File: src/rtl/ringPtrPkg.sv
package ringPtrPkg;
  typedef struct packed {
    logic erase;
    logic rollback;
    logic commit;
    logic rawAdv;
    logic rdAdv;
    logic extraLoad;
    logic extraAdv;
  } ptrStrobes_t;
endpackage

File: src/rtl/ringPtrCtl.sv
module ringPtrCtl
  import ringPtrPkg::*;
(
  input  logic        readStep,
  input  logic        writeOk,
  input  logic        commitReq,
  input  logic        abortReq,
  input  logic        overrunAbort,
  input  logic        extraLoad,
  input  logic        extraStep,
  input  logic        eraseReq,
  output ptrStrobes_t strobes
);
  logic rollbackReq;

  assign rollbackReq = abortReq | overrunAbort;

  // Priority: erase > rollback > commit/write; extra load > extra step
  always_comb begin
    strobes.erase     = eraseReq;
    strobes.rollback  = rollbackReq & ~eraseReq;
    strobes.commit    = commitReq & ~eraseReq & ~rollbackReq;
    strobes.rawAdv    = writeOk & ~eraseReq & ~rollbackReq;
    strobes.rdAdv     = readStep & ~eraseReq;
    strobes.extraLoad = extraLoad & ~eraseReq;
    strobes.extraAdv  = extraStep & ~eraseReq & ~extraLoad;
  end
endmodule

File: src/rtl/ringPtrDp.sv
module ringPtrDp
  import ringPtrPkg::*;
#(
  parameter int DEPTH = 32,
  localparam int AW = $clog2(DEPTH),
  localparam int CW = AW + 1
) (
  input  logic        clk,
  input  logic        rstN,
  input  ptrStrobes_t strobes,
  output logic [AW-1:0] readPtr,
  output logic [AW-1:0] readPtrNext,
  output logic [AW-1:0] commitPtr,
  output logic [AW-1:0] rawPtr,
  output logic [AW-1:0] extraPtr,
  output logic [CW-1:0] freeWords
);
  localparam logic [CW-1:0] FULL_FREE = CW'(DEPTH);
  localparam logic [AW-1:0] ONE_PTR   = AW'(1);

  logic [CW-1:0] pendingCnt;
  logic [CW:0]   freeNext;

  assign readPtrNext = readPtr + ONE_PTR;

  always_comb begin
    freeNext = {1'b0, freeWords};
    if (strobes.rdAdv)    freeNext = freeNext + 1'b1;
    if (strobes.rollback) freeNext = freeNext + {1'b0, pendingCnt};
    if (strobes.rawAdv)   freeNext = freeNext - 1'b1;
  end

  always_ff @(posedge clk or negedge rstN) begin
    if (!rstN) begin
      readPtr    <= '0;
      commitPtr  <= '0;
      rawPtr     <= '0;
      extraPtr   <= '0;
      pendingCnt <= '0;
      freeWords  <= FULL_FREE;
    end else if (strobes.erase) begin
      readPtr    <= '0;
      commitPtr  <= '0;
      rawPtr     <= '0;
      extraPtr   <= '0;
      pendingCnt <= '0;
      freeWords  <= FULL_FREE;
    end else begin
      freeWords <= freeNext[CW-1:0];
      if (strobes.rdAdv) readPtr <= readPtrNext;
      if (strobes.commit) commitPtr <= rawPtr;
      if (strobes.rollback) begin
        rawPtr     <= commitPtr;
        pendingCnt <= '0;
      end else begin
        if (strobes.rawAdv) rawPtr <= rawPtr + ONE_PTR;
        if (strobes.commit) pendingCnt <= CW'(strobes.rawAdv);
        else if (strobes.rawAdv) pendingCnt <= pendingCnt + 1'b1;
      end
      if (strobes.extraLoad) extraPtr <= rawPtr;
      else if (strobes.extraAdv) extraPtr <= extraPtr + ONE_PTR;
    end
  end

  p_raw_step_r2: assert property (@(posedge clk) disable iff (!rstN)
    strobes.rawAdv |=> rawPtr == $past(rawPtr) + ONE_PTR);

  p_commit_copy_r3: assert property (@(posedge clk) disable iff (!rstN)
    strobes.commit |=> commitPtr == $past(rawPtr));

  p_rollback_r4: assert property (@(posedge clk) disable iff (!rstN)
    strobes.rollback |=> rawPtr == $past(commitPtr));

  p_extra_load_r5: assert property (@(posedge clk) disable iff (!rstN)
    strobes.extraLoad |=> extraPtr == $past(rawPtr));

  p_free_bound_r7: assert property (@(posedge clk) disable iff (!rstN)
    freeWords <= FULL_FREE);

  p_erase_r8: assert property (@(posedge clk) disable iff (!rstN)
    strobes.erase |=> (freeWords == FULL_FREE) && (readPtr == '0) && (rawPtr == '0));
endmodule

File: src/rtl/ringPtrMgr.sv
module ringPtrMgr
  import ringPtrPkg::*;
#(
  parameter int DEPTH = 32,
  localparam int AW = $clog2(DEPTH),
  localparam int CW = AW + 1
) (
  input  logic          clk,
  input  logic          rstN,
  input  logic          readStep,
  input  logic          writeOk,
  input  logic          commitReq,
  input  logic          abortReq,
  input  logic          overrunAbort,
  input  logic          extraLoad,
  input  logic          extraStep,
  input  logic          eraseReq,
  output logic [AW-1:0] readPtr,
  output logic [AW-1:0] readPtrNext,
  output logic [AW-1:0] commitPtr,
  output logic [AW-1:0] rawPtr,
  output logic [AW-1:0] extraPtr,
  output logic [CW-1:0] freeWords
);
  ptrStrobes_t strobes;

  initial begin
    assert (DEPTH >= 32 && DEPTH <= 4096 && (DEPTH & (DEPTH - 1)) == 0)
      else $error("DEPTH must be a power of two in 32..4096");
  end

  ringPtrCtl uCtl (
    .readStep(readStep), .writeOk(writeOk), .commitReq(commitReq),
    .abortReq(abortReq), .overrunAbort(overrunAbort), .extraLoad(extraLoad),
    .extraStep(extraStep), .eraseReq(eraseReq), .strobes(strobes)
  );

  ringPtrDp #(.DEPTH(DEPTH)) uDp (
    .clk(clk), .rstN(rstN), .strobes(strobes),
    .readPtr(readPtr), .readPtrNext(readPtrNext), .commitPtr(commitPtr),
    .rawPtr(rawPtr), .extraPtr(extraPtr), .freeWords(freeWords)
  );

  p_next_comb_r6: assert property (@(posedge clk) disable iff (!rstN)
    readPtrNext == AW'(readPtr + 1'b1));
endmodule

File: config.mk
export PLATFORM = sky130hd
export DESIGN_NAME = ringPtrMgr
export DESIGN_NICKNAME = d
export VERILOG_FILES = /design/src/rtl/ringPtrPkg.sv /design/src/rtl/ringPtrCtl.sv /design/src/rtl/ringPtrDp.sv /design/src/rtl/ringPtrMgr.sv
export SDC_FILE = /design/constraint.sdc
export NUM_CORES = 1
export LEC_CHECK = 0
export BUFFER_PORTS_ARGS = -buffer_cell sky130_fd_sc_hd__buf_2
export CAP_MARGIN = 20
export CORE_AREA = 2 2 68 70
export CTS_CLUSTER_SIZE = 10
export DETAILED_ROUTE_END_ITERATION = 10
export DIE_AREA = 0 0 70 72
export HOLD_SLACK_MARGIN = 0.1
export PLACE_DENSITY = 0.73
export SYNTH_ARGS = -nofsm -noshare
export SYNTH_HDL_FRONTEND = slang
export SYNTH_HIERARCHICAL = 1
export SYNTH_SLANG_ARGS = --single-unit
File: constraint.sdc
create_clock -name clk -period 2.3 [get_ports clk]
set_input_delay 0.345 -clock clk [delete_from_list [all_inputs] [get_ports clk]]
set_output_delay 0.345 -clock clk [all_outputs]
set_load 0.02 [all_outputs]
==> impl_results.md, run 1 <==
* Mapped Cells at 214
* Io pins at 41
* Top cells by count, synth: nor2_1, dfrtp_1, xor2_1
* Layout Area Growth over Synthesis at 34.6%
* Final Max Slew Viols at 0
* Layout cells sized above 1 at 41.2%
* Total negative slack at -991 ps
* Leak at 1.34 nW
* Crit path max fanout at 3
* Via count at 1780
* Rel. slew slack at 50.4%
* Critical Path End Type: register
* Die X at 70 um
* # DRC at 0
* Pwr dens at 485 nW/um^2
* Fillers at 346
* GRT Total Usage at 19.5%
* RSZ-0062 raised after global routing: yes
* Area of the multi-input gates at 1300 sq um
* Violated checks: setup timing
* Total chip power at 1.33 mW
* Final worst setup slack at -301 ps
* Wire per inst at 14.3 um
* IO Port Bufs at 40
* Global-route wire length before repair at 7850 um
* Minimum clock period at 2600 ps
* Die area at 5040 sq um
* Startpoint Class: register
* Async set-reset flop share out of synthesis at 100%
* Placer congestion estimate at 0.793
* Worst-Margin Slew at 744 ps
* Yosys top cell area share at 38.0%
* Unique cell type count in the Yosys netlist at 42
* Clock Latency Late Sink at 290 ps
* Final setup viols at 5
* Cell area after synthesis at 2040 sq um
* Highest clock rate at 384 MHz
* Final wirelength at 4820 um
* DRT antenna net count at 0
* Count leader, synth: nor2_1
* WHS at 111 ps
* Post-synth EDFFs at 0
* Final hold vios at 0
* Total congestion overflow after global routing at 0
* H-tree Lvls at 2
* Maximum clock insertion buffer count at 2
* Ys flop type: dfrtp_1
* Worst ir drop on vdd at 0.355 mV
* Status: finished, violations left
* Yosys warnings at 6
* Inserted Clock Buffers at 5
* Clk slew on worst S/H paths at 70 ps
* CTS Root Cell: clkbuf_8
* FF+latch count, synth at 32
* Syn_nets at 236
* Overall die height at 72 um
* Post-synthesis sequential area ratio at 39.3%
* Initial DRC Count at 120
* Pre-antenna DRT Iters at 6
* Row count at 24
* CP required at 2510 ps
* Syn Area/Cell at 9.53 sq um
* NumNets Final at 305
* Seq. cell area at 803 sq um
* Critical path arrival at 2810 ps
* Vias in the first global route at 1742
* Synth area leader: dfrtp_1
* Initial core utilization at 47.8%
* Critical path class: reg -> reg
* Main area contributors after synthesis: dfrtp_1, xor2_1, nor2_1
* HP Class: in -> async
* Clk_skew at 4.80 ps
* Core area at 4260 sq um
* DP HPWL at 3150 um
* Via density at 5.30
* Hold Buf Count CTS at 0
* Initial antenna violation count at 0
* CTS tree: built
* Largest net degree at the start of global routing at 34
* Clk sinks at 32
* Period utilization at 113%
* Max-Cap Viols at 0
* N_diodes at 0
[registers in the layout (all words and copies together), names as in the netlist]
signal / cells
uDp/rawPtr: 5
uDp/pendingCnt: 6
uDp/extraPtr: 5
uDp/commitPtr: 5
uDp/readPtr: 5
uDp/freeWords: 6
[placed cells by master, fill, tap and decap left out, types with 2 or more instances in the layout]
| cell type | n |
|---|---|
| a211o_1 | 2 |
| inv_1 | 5 |
| clkinv_2 | 2 |
| and2b_2 | 2 |
| buf_4 | 29 |
| o21ai_2 | 2 |
| a21oi_2 | 2 |
| buf_6 | 4 |
| ha_1 | 5 |
| a21oi_1 | 12 |
| nand3_1 | 2 |
| ha_4 | 3 |
| nor3_1 | 2 |
| nand2_2 | 2 |
| nor2_1 | 39 |
| and3_1 | 2 |
| nand2_1 | 10 |
| xnor2_1 | 10 |
| nand4_1 | 11 |
| clkbuf_8 | 5 |
| a21o_1 | 2 |
| mux2i_1 | 10 |
| dfrtp_1 | 30 |
| xor2_1 | 18 |
| mux2_2 | 2 |
| buf_2 | 40 |
| ha_2 | 3 |
[critical path, stage by stage, from the launching register on]
cell      delay [ps]
dfrtp_2          430
buf_6            140
xor2_2           140
ha_2             200
inv_2             40
fa_2             350
nand2b_4         150
a211o_1          270
o221a_4          130
nor4_4           270
nor3_1            60
or3b_1           340
[metrics by stage]
stage / worst slack, ps / util (%) / cells / cell area, sq um
after floorplan: -314 / - / 214 / 2080
after global placement: -457 / 58.7 / 322 / 2500
after detailed placement: -497 / 58.7 / 322 / 2500
after CTS: -285 / 63.7 / 334 / 2720
after global routing: -416 / 64.4 / 336 / 2750
final: -301 / 64.4 / 336 / 2750
[layout make-up]
| cell class | count | area share, % |
|---|---|---|
| sequential | 32 | 29.3 |
| multi-input combinational | 165 | 47.5 |
| clock buffer | 5 | 2.51 |
| inverter | 6 | 0.820 |
| timing repair buffer | 73 | 16.9 |
| tap | 52 | 2.37 |
| clock inverter | 3 | 0.684 |
[final timing paths]
kind,start,endpoint,slack [ps],cells past startpoint
setup reg to reg,uDp/freeWords[0],uDp/freeWords[5],-300,11
setup / recovery,uDp/freeWords[0],uDp/freeWords[5],-300,11
hold / removal,rstN,uDp/readPtr[1],110,1
min in group clk,uDp/commitPtr[0],uDp/commitPtr[0],560,2
max in group asynchronous,rstN,uDp/freeWords[0],1660,1
hold reg to reg,uDp/commitPtr[0],uDp/commitPtr[0],560,2
[logic make-up after synthesis]
| kind of cell | share of synthesized area [%] |
|---|---|
| AO/OA/AOI/OAI | 9.33 |
| XOR/XNOR | 12.5 |
| adder cells (fa/ha/maj) | 7.73 |
| buffers and inverters | 3.74 |
| flip-flops | 39.3 |
| multiplexers | 6.75 |
| AND/OR/NAND/NOR | 20.7 |
[what timing repair did]
item / 4_1_cts / 5_1_grt
setup buffers: 4 / 2
pin swaps: 13 / 7
resized for setup: 19 / 6
setup endpoints to repair: 5 / 5
gates cloned: 0 / 0
[layer usage]
layer	GRT usage, %	vias up	share of wire (%)
li1	-	870	-
met1	24.7	860	46
met2	33.8	42	49
met3	4.17	8	3.6
met4	5.77	0	1.3
met5	0	-	0
[power breakdown]
part	leakage (nW)	switching (mW)	internal, mW	total (mW)
Combinational	0.856	0.159	0.139	0.298
Sequential	0.438	0.0176	0.576	0.594
Clock	0.0479	0.230	0.211	0.441
Total	1.34	0.406	0.926	1.33
Power figures use the tool's default switching activity.
==> inputs of run 2 (changes only) <==
--- a/config.mk
+++ b/config.mk
@@ -5,14 +5,15 @@
 export SDC_FILE = /design/constraint.sdc
 export NUM_CORES = 1
 export LEC_CHECK = 0
+export ABC_AREA = 1
 export BUFFER_PORTS_ARGS = -buffer_cell sky130_fd_sc_hd__buf_2
 export CAP_MARGIN = 20
-export CORE_AREA = 2 2 68 70
+export CORE_AREA = 2 2 69 71
 export CTS_CLUSTER_SIZE = 10
 export DETAILED_ROUTE_END_ITERATION = 10
-export DIE_AREA = 0 0 70 72
+export DIE_AREA = 0 0 71 73
 export HOLD_SLACK_MARGIN = 0.1
-export PLACE_DENSITY = 0.73
+export PLACE_DENSITY = 0.75
 export SYNTH_ARGS = -nofsm -noshare
 export SYNTH_HDL_FRONTEND = slang
 export SYNTH_HIERARCHICAL = 1
==> run 2 against run 1 <==
  * The flow now finishes without violations
  * Clock skew increased by 2.7 ps
  * Sequential share of layout area increased by 0.79 points
  * Worst hold slack improved by 6.3 ps
  * First-iteration DRC count decreased by 23%
  * Critical path type unchanged
  * Largest power group unchanged
==> impl_results.md, run 2 <==
* Highest clock rate at 435 MHz (+13%)
* Unique cell type count in the Yosys netlist at 34 (-19%)
* Status: completed
* Final wirelength at 5110 um (+6.1%)
* N_diodes at 0 (unchanged)
* Clk sinks at 32 (unchanged)
* Global-route wire length before repair at 8810 um (+12%)
* Die area at 5180 sq um (+2.8%)
* Cell area after synthesis at 2160 sq um (+5.9%)
* WL met2 at 2480 um (+4.3%)
* Post-synth EDFFs at 0 (unchanged)
* Crit path max fanout at 4 (+1)
* Commonest cells after routing, fill and taps aside: nand2_1, inv_1, buf_2, dfrtp_1, nand3_1
* Met1 WL at 2340 um (+6.1%)
* Via density at 5.20 (-1.9%)
* Top Layer Used: met4
* H-tree Lvls at 2 (unchanged)
* Ys flop type: dfrtp_1
* Row count at 25 (+4.2%)
* WP depth at 12 (+1)
* Yosys top cell area share at 35.9% (-2.1 points)
* Pwr dens at 550 nW/um^2 (+13%)
* Top Family by Delay on Critical Path: adder cells
* IO Port Bufs at 40 (unchanged)
* Worst-Margin Slew at 722 ps (-22.0 ps)
* Final Util at 59.0% (-5.3 points)
* HP Class: in -> async
* Fillers at 422 (+22%)
* Io pins at 41 (unchanged)
* NumNets Final at 375 (+23%)
* Final hold vios at 0 (unchanged)
* FF+latch count, synth at 32 (unchanged)
* GRT Total Usage at 21.4% (+1.9 points)
* CTS tree: built
* Final Cell Area at 2680 sq um (-2.5%)
* Critical path class: reg -> reg
* Overall die height at 73 um (+1.4%)
* Largest net degree at the start of global routing at 33 (-2.9%)
* Max-Cap Viols at 0 (unchanged)
* Most common cell after layout, fill and taps aside: nand2_1
* Main area contributors after synthesis: dfrtp_1, nand2_1, inv_1
* Initial antenna violation count at 0 (unchanged)
* Critical path arrival at 2470 ps (-340 ps)
* Final Max Slew Viols at 0 (unchanged)
* Critical Path End Type: register
* Yosys warnings at 6 (unchanged)
* Wire per inst at 12.5 um (-12%)
* Critical path's largest stage delay at 540 ps (+110 ps)
* Syn Area/Cell at 7.30 sq um (-23%)
* CTS Root Cell: clkbuf_8
* Layout Area Growth over Synthesis at 24.0%
* Leak at 1.46 nW (+8.6%)
* Via count at 2115 (+19%)
* Maximum clock insertion buffer count at 2 (unchanged)
* Die X at 71 um (+1.4%)
* Pre-antenna DRT Iters at 4 (-2)
* Inserted Clock Buffers at 5 (unchanged)
* Placer congestion estimate at 0.870 (+9.7%)
* Top cells by count, synth: nand2_1, inv_1, dfrtp_1
* RSZ-0062 raised after global routing: yes
* Clk slew on worst S/H paths at 70 ps (about the same)
* DRT antenna net count at 0 (unchanged)
* Layout cells sized above 1 at 26.1% (-15 points)
* Clk_skew at 7.51 ps (+2.71 ps)
* Startpoint Class: register
* Hold Buf Count CTS at 0 (unchanged)
* Total congestion overflow after global routing at 0 (unchanged)
* Count leader, synth: nand2_1
* Async set-reset flop share out of synthesis at 100% (unchanged)
* DP HPWL at 3810 um (+21%)
* Initial core utilization at 47.6% (-0.21 points)
* Path depth of the worst reg2reg path at 12 (+1)
* Synth area leader: dfrtp_1
* Vias in the first global route at 2024 (+16%)
* Met3 wire length at 206 um (+20%)
* Core area at 4540 sq um (+6.4%)
* # DRC at 0 (unchanged)
* Biggest regs: uDp/freeWords x6, uDp/pendingCnt x6
* Period utilization at 99.9% (-13 points)
* CP Buf/Inv Count at 1 (-1)
* Slowest CP cell: fa_2
* Mapped Cells at 296 (+38%)
* Crit-path cells: ha_4, nand2_4, and2_4, fa_2, nand2_2, nand2_2, ha_4, inv_4, nor3_4, nand2_1, o21ai_1, a21oi_1
* Minimum clock period at 2300 ps (-304 ps)
* Rel. slew slack at 51.8% (+1.5 points)
* Initial DRC Count at 93 (-23%)
* Post-synthesis sequential area ratio at 37.1% (-2.2 points)
* CP required at 2470 ps (-40 ps)
* Worst ir drop on vdd at 0.320 mV (-9.7%)
* Syn_nets at 318 (+35%)
* R2R Setup Slk at 3 ps (+300 ps)
* Post-DP Area at 2480 sq um (-1.1%)
* Final setup viols at 0 (-5)
* Clock Latency Late Sink at 280 ps (about the same)
run 2: per-layer routing:
metal / vias up / GRT usage (%)
met1: 989 / 28.5
met3: 10 / 4.42
met5: - / 0
met4: 0 / 9.43
met2: 50 / 33.7
li1: 1066 / -
run 2: worst register-to-register path: stages, from the launching register on:
cell and delay (ps):
dfrtp_2 450, ha_4 300, nand2_4 50, and2_4 150
fa_2 540, nand2_2 50, nand2_2 90, ha_4 140
inv_4 40, nor3_4 130, nand2_1 90, o21ai_1 120
a21oi_1 50
run 2: path summary, 6_finish.rpt:
check,from,endpoint
max,uDp/freeWords[0],uDp/freeWords[4]
min,rstN,uDp/freeWords[3]
max reg2reg,uDp/freeWords[0],uDp/freeWords[4]
min reg2reg,uDp/extraPtr[4],uDp/extraPtr[4]
max in group asynchronous,rstN,uDp/freeWords[1]
min in group clk,eraseReq,uDp/freeWords[3]
run 2: timing repair:
action / 4_1_cts / 5_1_grt
buffers inserted: 2 / 1
pin swaps: 10 / 8
resized for setup: 9 / 14
endpoints found under the setup margin: 1 / 4
run 2: power by group:
group | total (mW) | internal [mW] | switching [mW]
Clock | 0.461 | 0.266 | 0.195
Sequential | 0.636 | 0.597 | 0.0387
Combinational | 0.376 | 0.144 | 0.233
run 2: cell type report:
class	count	area, sq um	share of cell area (%)
multi-input combinational	208	1200	44.8
sequential	32	805	30.0
timing repair buffer	55	317	11.8
inverter	51	194	7.24
clock buffer	7	96.3	3.60
tap	54	67.6	2.52
run 2: per-stage QoR:
step                      setup TNS (ps)  std cells  power (mW)  setup WS (ps)  hold WS, ps
after floorplan                        0        296       0.861           29.8         49.4
after global placement              -109        397       0.965          -68.5          446
after detailed placement            -411        397       0.975           -152          443
after CTS                              0        406        1.47           4.34          133
after global routing                -242        407        1.57           -156          176
final                                  0        407        1.47           2.95          117
run 2: cells by family (layout without fill, tap and decap cells):
family,after synthesis,in the layout,synth area share (%)
AO/OA/AOI/OAI,46,46,12.2
XOR/XNOR,9,9,3.65
flip-flops,32,32,37.1
buffers and inverters,56,113,10.9
AND/OR/NAND/NOR,141,141,28.8
adder cells (fa/ha/maj),12,12,7.30
